## config.mk

```make
export PLATFORM = sky130hd
export DESIGN_NAME = shared_prescaler
export DESIGN_NICKNAME = d
export VERILOG_FILES = /design/src/rtl/psc_pkg.sv /design/src/rtl/psc_owner_mux.sv /design/src/rtl/psc_divider.sv /design/src/rtl/psc_tap_select.sv /design/src/rtl/psc_out_stage.sv /design/src/rtl/shared_prescaler.sv
export SDC_FILE = /design/constraint.sdc
export NUM_CORES = 1
export LEC_CHECK = 0
export ABC_CLOCK_PERIOD_IN_PS = 2650
export BUFFER_PORTS_ARGS = -buffer_cell sky130_fd_sc_hd__buf_4
export CAP_MARGIN = 5
export CORE_MARGIN = 8
export CORE_UTILIZATION = 41
export CTS_CLUSTER_SIZE = 12
export DETAILED_ROUTE_END_ITERATION = 12
export SLEW_MARGIN = 5
export SYNTH_ARGS = -nofsm -noshare
export SYNTH_HDL_FRONTEND = slang
export SYNTH_SLANG_ARGS = --single-unit
```

## constraint.sdc

```tcl
create_clock -name clk -period 2.65 [get_ports clk]
set_input_delay 0.1325 -clock clk [delete_from_list [all_inputs] [get_ports clk]]
set_output_delay 0.1325 -clock clk [all_outputs]
set_load 0.03 [all_outputs]
```

## src/rtl/psc_pkg.sv

```systemverilog
package psc_pkg;

  typedef enum logic {
    OWN_TMR = 1'b0,
    OWN_WDT = 1'b1
  } owner_e;

  // Division period for a select code and owner: the watchdog is one octave below.
  function automatic int unsigned div_period(input int unsigned sel, input owner_e own);
    return (own == OWN_TMR) ? (32'd1 << (sel + 1)) : (32'd1 << sel);
  endfunction

  // Index of the highest counter bit whose low run must be all ones for a wrap.
  // A value of -1 means the period is one tick, so every counted tick wraps.
  function automatic int tap_index(input int unsigned sel, input owner_e own);
    return (own == OWN_TMR) ? int'(sel) : int'(sel) - 1;
  endfunction

endpackage

```

## src/rtl/psc_owner_mux.sv

```systemverilog
module psc_owner_mux
  import psc_pkg::*;
(
  input  logic   clk,
  input  logic   rst_n,
  input  owner_e owner_i,
  input  logic   tmr_tick_i,
  input  logic   wdt_tick_i,
  input  logic   tmr_wr_i,
  input  logic   wdt_clr_i,
  output logic   own_tick_o,
  output logic   div_clr_o,
  output logic   swap_o
);

  owner_e owner_q;

  always_ff @(posedge clk) begin
    if (!rst_n) owner_q <= OWN_TMR;
    else        owner_q <= owner_i;
  end

  assign swap_o = (owner_i != owner_q);

  always_comb begin
    if (owner_i == OWN_WDT) begin
      own_tick_o = wdt_tick_i;
      div_clr_o  = swap_o | wdt_clr_i;
    end else begin
      own_tick_o = tmr_tick_i;
      div_clr_o  = swap_o | tmr_wr_i;
    end
  end

endmodule

```

## src/rtl/psc_divider.sv

```systemverilog
module psc_divider #(
  parameter int W = 8
) (
  input  logic         clk,
  input  logic         rst_n,
  input  logic         clr_i,
  input  logic         inc_i,
  output logic [W-1:0] cnt_o
);

  logic [W-1:0] cnt_q;

  always_ff @(posedge clk) begin
    if (!rst_n)     cnt_q <= '0;
    else if (clr_i) cnt_q <= '0;
    else if (inc_i) cnt_q <= cnt_q + 1'b1;
  end

  assign cnt_o = cnt_q;

endmodule

```

## src/rtl/psc_tap_select.sv

```systemverilog
module psc_tap_select
  import psc_pkg::*;
#(
  parameter int W     = 8,
  parameter int SEL_W = 3
) (
  input  logic [W-1:0]     cnt_i,
  input  logic [SEL_W-1:0] sel_i,
  input  owner_e           owner_i,
  output logic             wrap_o
);

  localparam int IDX_W = (W > 1) ? $clog2(W) : 1;

  // ones_run[k] is set when bits k..0 are all ones, so the next increment
  // carries out of bit k and closes one period of length 2^(k+1).
  logic [W-1:0] ones_run;

  genvar k;
  generate
    for (k = 0; k < W; k++) begin : g_run
      assign ones_run[k] = &cnt_i[k:0];
    end
  endgenerate

  int             idx;
  logic [IDX_W-1:0] idx_sel;

  always_comb begin
    idx     = tap_index(int'(sel_i), owner_i);
    idx_sel = IDX_W'(idx < 0 ? 0 : idx);
    wrap_o  = (idx < 0) ? 1'b1 : ones_run[idx_sel];
  end

endmodule

```

## src/rtl/psc_out_stage.sv

```systemverilog
module psc_out_stage
  import psc_pkg::*;
(
  input  logic   clk,
  input  logic   rst_n,
  input  owner_e owner_i,
  input  logic   div_pulse_i,
  input  logic   tmr_tick_i,
  input  logic   wdt_tick_i,
  output logic   tmr_inc_o,
  output logic   wdt_rst_o
);

  always_ff @(posedge clk) begin
    if (!rst_n) begin
      tmr_inc_o <= 1'b0;
      wdt_rst_o <= 1'b0;
    end else if (owner_i == OWN_WDT) begin
      tmr_inc_o <= tmr_tick_i;
      wdt_rst_o <= div_pulse_i;
    end else begin
      tmr_inc_o <= div_pulse_i;
      wdt_rst_o <= wdt_tick_i;
    end
  end

endmodule

```

## src/rtl/shared_prescaler.sv

```systemverilog
module shared_prescaler
  import psc_pkg::*;
#(
  parameter int CNT_W = 8,
  parameter int SEL_W = 3
) (
  input  logic             clk,
  input  logic             rst_n,
  input  logic             own_wdt_i,
  input  logic [SEL_W-1:0] ratio_i,
  input  logic             tmr_tick_i,
  input  logic             wdt_tick_i,
  input  logic             tmr_wr_i,
  input  logic             wdt_clr_i,
  output logic             tmr_inc_o,
  output logic             wdt_rst_o
);

  owner_e           owner;
  logic             own_tick;
  logic             div_clr;
  logic             swap;
  logic [CNT_W-1:0] div_cnt;
  logic             wrap;
  logic             div_pulse;

  assign owner = own_wdt_i ? OWN_WDT : OWN_TMR;

  psc_owner_mux u_owner (
    .clk        (clk),
    .rst_n      (rst_n),
    .owner_i    (owner),
    .tmr_tick_i (tmr_tick_i),
    .wdt_tick_i (wdt_tick_i),
    .tmr_wr_i   (tmr_wr_i),
    .wdt_clr_i  (wdt_clr_i),
    .own_tick_o (own_tick),
    .div_clr_o  (div_clr),
    .swap_o     (swap)
  );

  psc_divider #(.W(CNT_W)) u_div (
    .clk   (clk),
    .rst_n (rst_n),
    .clr_i (div_clr),
    .inc_i (own_tick),
    .cnt_o (div_cnt)
  );

  psc_tap_select #(.W(CNT_W), .SEL_W(SEL_W)) u_tap (
    .cnt_i   (div_cnt),
    .sel_i   (ratio_i),
    .owner_i (owner),
    .wrap_o  (wrap)
  );

  // A period closes on the counted tick that carries out of the tap bit.
  assign div_pulse = own_tick & ~div_clr & wrap;

  psc_out_stage u_out (
    .clk         (clk),
    .rst_n       (rst_n),
    .owner_i     (owner),
    .div_pulse_i (div_pulse),
    .tmr_tick_i  (tmr_tick_i),
    .wdt_tick_i  (wdt_tick_i),
    .tmr_inc_o   (tmr_inc_o),
    .wdt_rst_o   (wdt_rst_o)
  );

endmodule

```

==> flow_summary.ini, run 1 <==
[yosys]
ys_warn_count = 0
synthTopCellsByArea = dfxtp_1 (32%), ha_1 (7.3%), mux2i_1 (7.3%)
syn_inst = 77
ys_async_sr_fraction = 0
ys_ff_latch = 11
syn_avg_cell_area_um2 = 8.953
synth_nets = 91
ys.flop_type = dfxtp_1
synth_edf_count = 0
ys_seq_area_frac = 0.3194
syn-cell-area_um2 = 689.4
synth_top_area_cell = dfxtp_1
synth_cell_types = 32
synth_top_area_share = 0.3194

[critical_path]
cp-end-kind = register
arrival_ns = 1.92
crit_fanout = 4
critical_path_class = register to register
crit_path_start_kind = register
critPathRequiredTime_ns = 2.83

[timing]
clock.fmax_mhz = 575.7
tightest_slew_ns = 0.5461
fin_hold_ws_ns = 0.1070
setup_viol = 0
clock_skew_ns = 0.005398
finalCriticalPeriod_ns = 1.737
final.setup.tns_ns = 0
finalHoldViolCount = 0
finalCritPeriodShare = 0.6554
relSlewSlack = 0.6335
rsz0062_at_grt = no
slew_violations = 0

[hold_path]
hp-class = primary input to register

[final_layout]
multi_input_area_um2 = 445.4
n_antenna_cell = 0
fill_cells = 175
nets = 106
final-seq-area_um2 = 220.2
area_delta_synth_final_pct = 18.15
most-common-layout-cells = nor2_1 (12), buf_4 (12), dfxtp_1 (11)
drive_gt1_frac = 0.2088
final_util = 0.4932

[drt]
vias_per_cell = 5.361
drtIter0Drc = 8
wl_mm = 1.394
drcViolationCount = 0
drt-pass1-iter-count = 4
wire_per_inst_um = 12.91
ant_nets = 0
vias = 579

[grt]
grt.total_usage = 0.09577
grt_overflow = 0
grt_max_degree = 18
grt_pass1_wl_mm = 2.573
grt_pass1_vias = 578
antenna_found_initial = 0

[clock_network]
cts.htree.levels = 1
clk_path_buf_depth = 2
hold_buffers = 0
cts-root-buf = clkbuf_4
cts-resized-gates = 0
clock-sinks = 11
clkSlewWorstSetupHoldPaths_ns = 0.07
cts_tree = built
clk_latency_ns = 0.27
cts_buffers = 3
cts_setup_buffers = 0

[power]
power_mw = 0.3497
power_density_mw_per_mm2 = 429.3
vdd_ir_drop_max_v = 0.0002607
cellLeakagePower_nw = 0.3420

[die]
fp.dieW_um = 57.01
core_area_mm2 = 0.001652
start_util = 0.4174
dieArea_mm2 = 0.003250
num_rows = 15
pin_count = 12
die_h_um = 57.01

[placement]
io_buffer_count = 11
dp_hpwl_mm = 1.093
finalWeightedCongestion = 0.8039

[outcome]
status = finished, final reports clean

[run]
cap_violations = 0
## cell type report
type                    count  area share
multi-input cells          61      0.5469
inverters                   3     0.01382
flip-flops and latches     11      0.2704
well taps                  17     0.02611
clock buffers               4     0.03226
repair buffers             12      0.1106
## state kept, by name (all words and copies together), names as in the netlist
register / count
u_div.cnt_o: 8
u_out.tmr_inc_o: 1
u_out.wdt_rst_o: 1
u_owner.owner_q: 1
## synthesized netlist by cell type, types with 2 or more instances
cell       n
xnor2_1    3
and3_1     2
inv_1      3
a31oi_1    2
mux2i_1    5
a21oi_1    2
nand3_1    3
a21boi_0   2
nand2_1    5
dfxtp_1   11
ha_1       4
xor2_1     3
nor2_1    12
nor3_1     2
## report_power, final
part           leakage [nW]  internal [mW]  total [mW]  switching [mW]
clock network        0.0150         0.0582       0.114          0.0562
logic                 0.238         0.0305      0.0657          0.0352
registers            0.0892          0.168       0.170         0.00169
total                 0.342          0.257       0.350          0.0931
## final timing paths
| path | startpoint | endpoint | slack, ns | cells after the start |
|---|---|---|---|---|
| setup / recovery | u_div.cnt_o[0] | u_out.wdt_rst_o | 0.91 | 6 |
| setup reg to reg | u_div.cnt_o[0] | u_out.wdt_rst_o | 0.91 | 6 |
| hold / removal | rst_n | u_owner.owner_q | 0.11 | 2 |
| hold reg to reg | u_owner.owner_q | u_out.wdt_rst_o | 0.55 | 2 |
## cells by family after synthesis
| kind of cell | share of synthesized area |
|---|---|
| AO/OA/AOI/OAI | 0.1815 |
| multiplexers | 0.07260 |
| XOR/XNOR | 0.09984 |
| flip-flops | 0.3194 |
| buffers and inverters | 0.03448 |
| AND/OR/NAND/NOR | 0.2196 |
| adder cells (fa/ha/maj) | 0.07260 |
## layer usage
layer | share of wire | vias up | GRT usage
met1 | 0.49 | 266 | 0.1151
li1 | - | 303 | -
met4 | 0.0093 | 0 | 0.04027
met3 | 0.056 | 2 | 0.03548
met2 | 0.44 | 8 | 0.1488
met5 | 0 | - | 0
## worst max-delay path, cell delays in order, from the launching register on
cell and delay [ns]:
dfxtp_1 0.40, ha_1 0.23, and3_1 0.20, mux2i_1 0.13
a2111oi_4 0.43, nor2_2 0.06, a221oi_2 0.21
## through the flow
stage	instances	cell area, µm²	worst slack [ns]
2_1_floorplan	77	689.4	1.092
3_3_place_gp	104	788.3	0.9750
3_5_place_dp	104	788.3	0.9248
4_1_cts	108	814.5	0.9108
5_1_grt	108	814.5	0.7638
6_report	108	814.5	0.9131
Note: power is estimated with default switching activity, not from simulation.
==> run 2, diff against run 1 <==
--- a/config.mk
+++ b/config.mk
@@ -5,7 +5,7 @@
 export SDC_FILE = /design/constraint.sdc
 export NUM_CORES = 1
 export LEC_CHECK = 0
-export ABC_CLOCK_PERIOD_IN_PS = 2650
+export ABC_CLOCK_PERIOD_IN_PS = 1700
 export BUFFER_PORTS_ARGS = -buffer_cell sky130_fd_sc_hd__buf_4
 export CAP_MARGIN = 5
 export CORE_MARGIN = 8
==> constraint.sdc (replaced) <==
create_clock -name clk -period 1.7 [get_ports clk]
set_input_delay 0.085 -clock clk [delete_from_list [all_inputs] [get_ports clk]]
set_output_delay 0.085 -clock clk [all_outputs]
set_load 0.03 [all_outputs]
==> run 2 against run 1 <==
- critical path depth increased by 1
- routed wire length up 6.0%
- core utilization is 2.0 points higher
- total power up 58%
- clock power rose by 59%
- sequential power up 55%
- flip-flop and latch count unchanged
- cell count grew 1.9%
- first-iteration DRC count down 38%
- largest cell class unchanged
- largest power group unchanged
- highest routed layer unchanged
==> flow_summary.ini, run 2 (synthesized netlist as in run 1, its figures left out) <==
[die]
die_h_um = 57.01
num_rows = 15
start_util = 0.4174
dieArea_mm2 = 0.003250
core_area_mm2 = 0.001652
pin_count = 12
fp.dieW_um = 57.01

[grt]
grt_pass1_vias = 592
antenna_found_initial = 0
grt.total_usage = 0.09933
grt_max_degree = 18
grt_pass1_wl_mm = 2.608
grt_overflow = 0

[timing]
clock.fmax_mhz = 623.0
slew_violations = 0
tightest_slew_ns = 0.5232
relSlewSlack = 0.6489
setup_viol = 0
finalHoldViolCount = 0
finalCritPeriodShare = 0.9443
clock_skew_ns = 0.005181
finalCriticalPeriod_ns = 1.605

[final_layout]
nets = 108
n_antenna_cell = 0
final_util = 0.5129
most-common-layout-cells = buf_4 (14), nor2_1 (12), dfxtp_1 (11)
drive_gt1_frac = 0.2473
area_delta_synth_final_pct = 22.87
fill_cells = 163
final_common_cell = buf_4
layout.cells.non_filler = 110
largest_register_ffs = 8

[clock_network]
clock-sinks = 11
clkSlewWorstSetupHoldPaths_ns = 0.07
clk_path_buf_depth = 2
cts-root-buf = clkbuf_4
cts.htree.levels = 1
clk_latency_ns = 0.28
cts-resized-gates = 0
hold_buffers = 0
cts_buffers = 3
cts_tree = built
cts_setup_buffers = 0

[power]
p_int_mw = 0.4044
power_mw = 0.5533
power.switching_mw = 0.1489
clockPowerShare = 0.328
seqPwrFrac = 0.478
p_comb_frac = 0.195
power_density_mw_per_mm2 = 653.2
p_sw_frac = 0.2692
cellLeakagePower_nw = 0.3477
vdd_ir_drop_max_v = 0.0003718

[critical_path]
crit_start = u_div.cnt_o[1]
reg2reg_from = u_div.cnt_o[1]
critPathRequiredTime_ns = 1.90
crit_fanout = 4
arrival_ns = 1.80
critical_path_class = register to register
cp-end-kind = register
crit_path_start_kind = register

[drt]
vias = 588
drt-pass1-iter-count = 2
vias_per_cell = 5.345
wire_per_inst_um = 13.43
wl_mm = 1.477
ant_nets = 0
drcViolationCount = 0
drtIter0Drc = 5

[outcome]
status = finished, final reports clean

[hold_path]
min_from = rst_n
hp-class = primary input to register

[placement]
dp_cells = 106
finalWeightedCongestion = 0.7641
io_buffer_count = 11
dp_hpwl_mm = 1.138

[run]
cap_violations = 0
==> run 2: changes by cell type in the layout (fill, tap and decap cells not counted), sizes merged <==
cell  before  now
buf       12   14
==> run 2: worst paths after layout <==
| kind | endpoint | slack [ns] | depth (start not counted) |
|---|---|---|---|
| hold / removal | u_owner.owner_q | 0.05 | 2 |
| hold reg to reg | u_out.wdt_rst_o | 0.55 | 2 |
| setup / recovery | u_out.wdt_rst_o | 0.09 | 7 |
| setup reg to reg | u_out.wdt_rst_o | 0.09 | 7 |
==> run 2: metal layers <==
layer	up-vias	wire length [µm]	GRT usage	part of all wire
li1	306	-	-	-
met1	268	707	0.1214	0.48
met2	9	645	0.1395	0.44
met3	5	82	0.03548	0.056
met4	0	42	0.07047	0.028
met5	-	0	0	0
==> run 2: power groups by stage <==
stage               clock network (mW)  registers, mW  logic [mW]
CTS                              0.191          0.264       0.107
global placement                     0          0.270       0.107
global route                     0.197          0.265       0.120
detailed placement                   0          0.270       0.107
finish                           0.181          0.264       0.108
floorplan                            0          0.274      0.0632
==> run 2: metrics by stage <==
| stage | hold WS, ns | TNS [ns] | worst slack, ns | area [µm²] |
|---|---|---|---|---|
| after floorplan | 0.2123 | 0 | 0.1416 | 689.4 |
| after global placement | 0.3332 | 0 | 0.07062 | 803.3 |
| after detailed placement | 0.3374 | 0 | 0.05884 | 803.3 |
| after CTS | 0.04199 | 0 | 0.03542 | 829.5 |
| after global routing | 0.06055 | -0.003666 | -0.003666 | 847.1 |
| final | 0.05447 | 0 | 0.09475 | 847.1 |
==> run 2: area by class of cell <==
type,count,area [µm²],area share
Clock buffer,4,26.28,0.03102
Inverter,3,11.26,0.01329
Multi-Input combinational cell,61,462.9,0.5465
Sequential cell,11,220.2,0.2600
Tap cell,17,21.27,0.02511
Timing Repair Buffer,14,105.1,0.1241
==> run 2: critical path, cell delays in order (launching register included) <==
cell and delay [ns]:
dfxtp_1 0.40, ha_4 0.17, and3_4 0.19, ha_1 0.13, a21boi_0 0.17, a31oi_1 0.06, o32a_1 0.19, a221oi_2 0.23
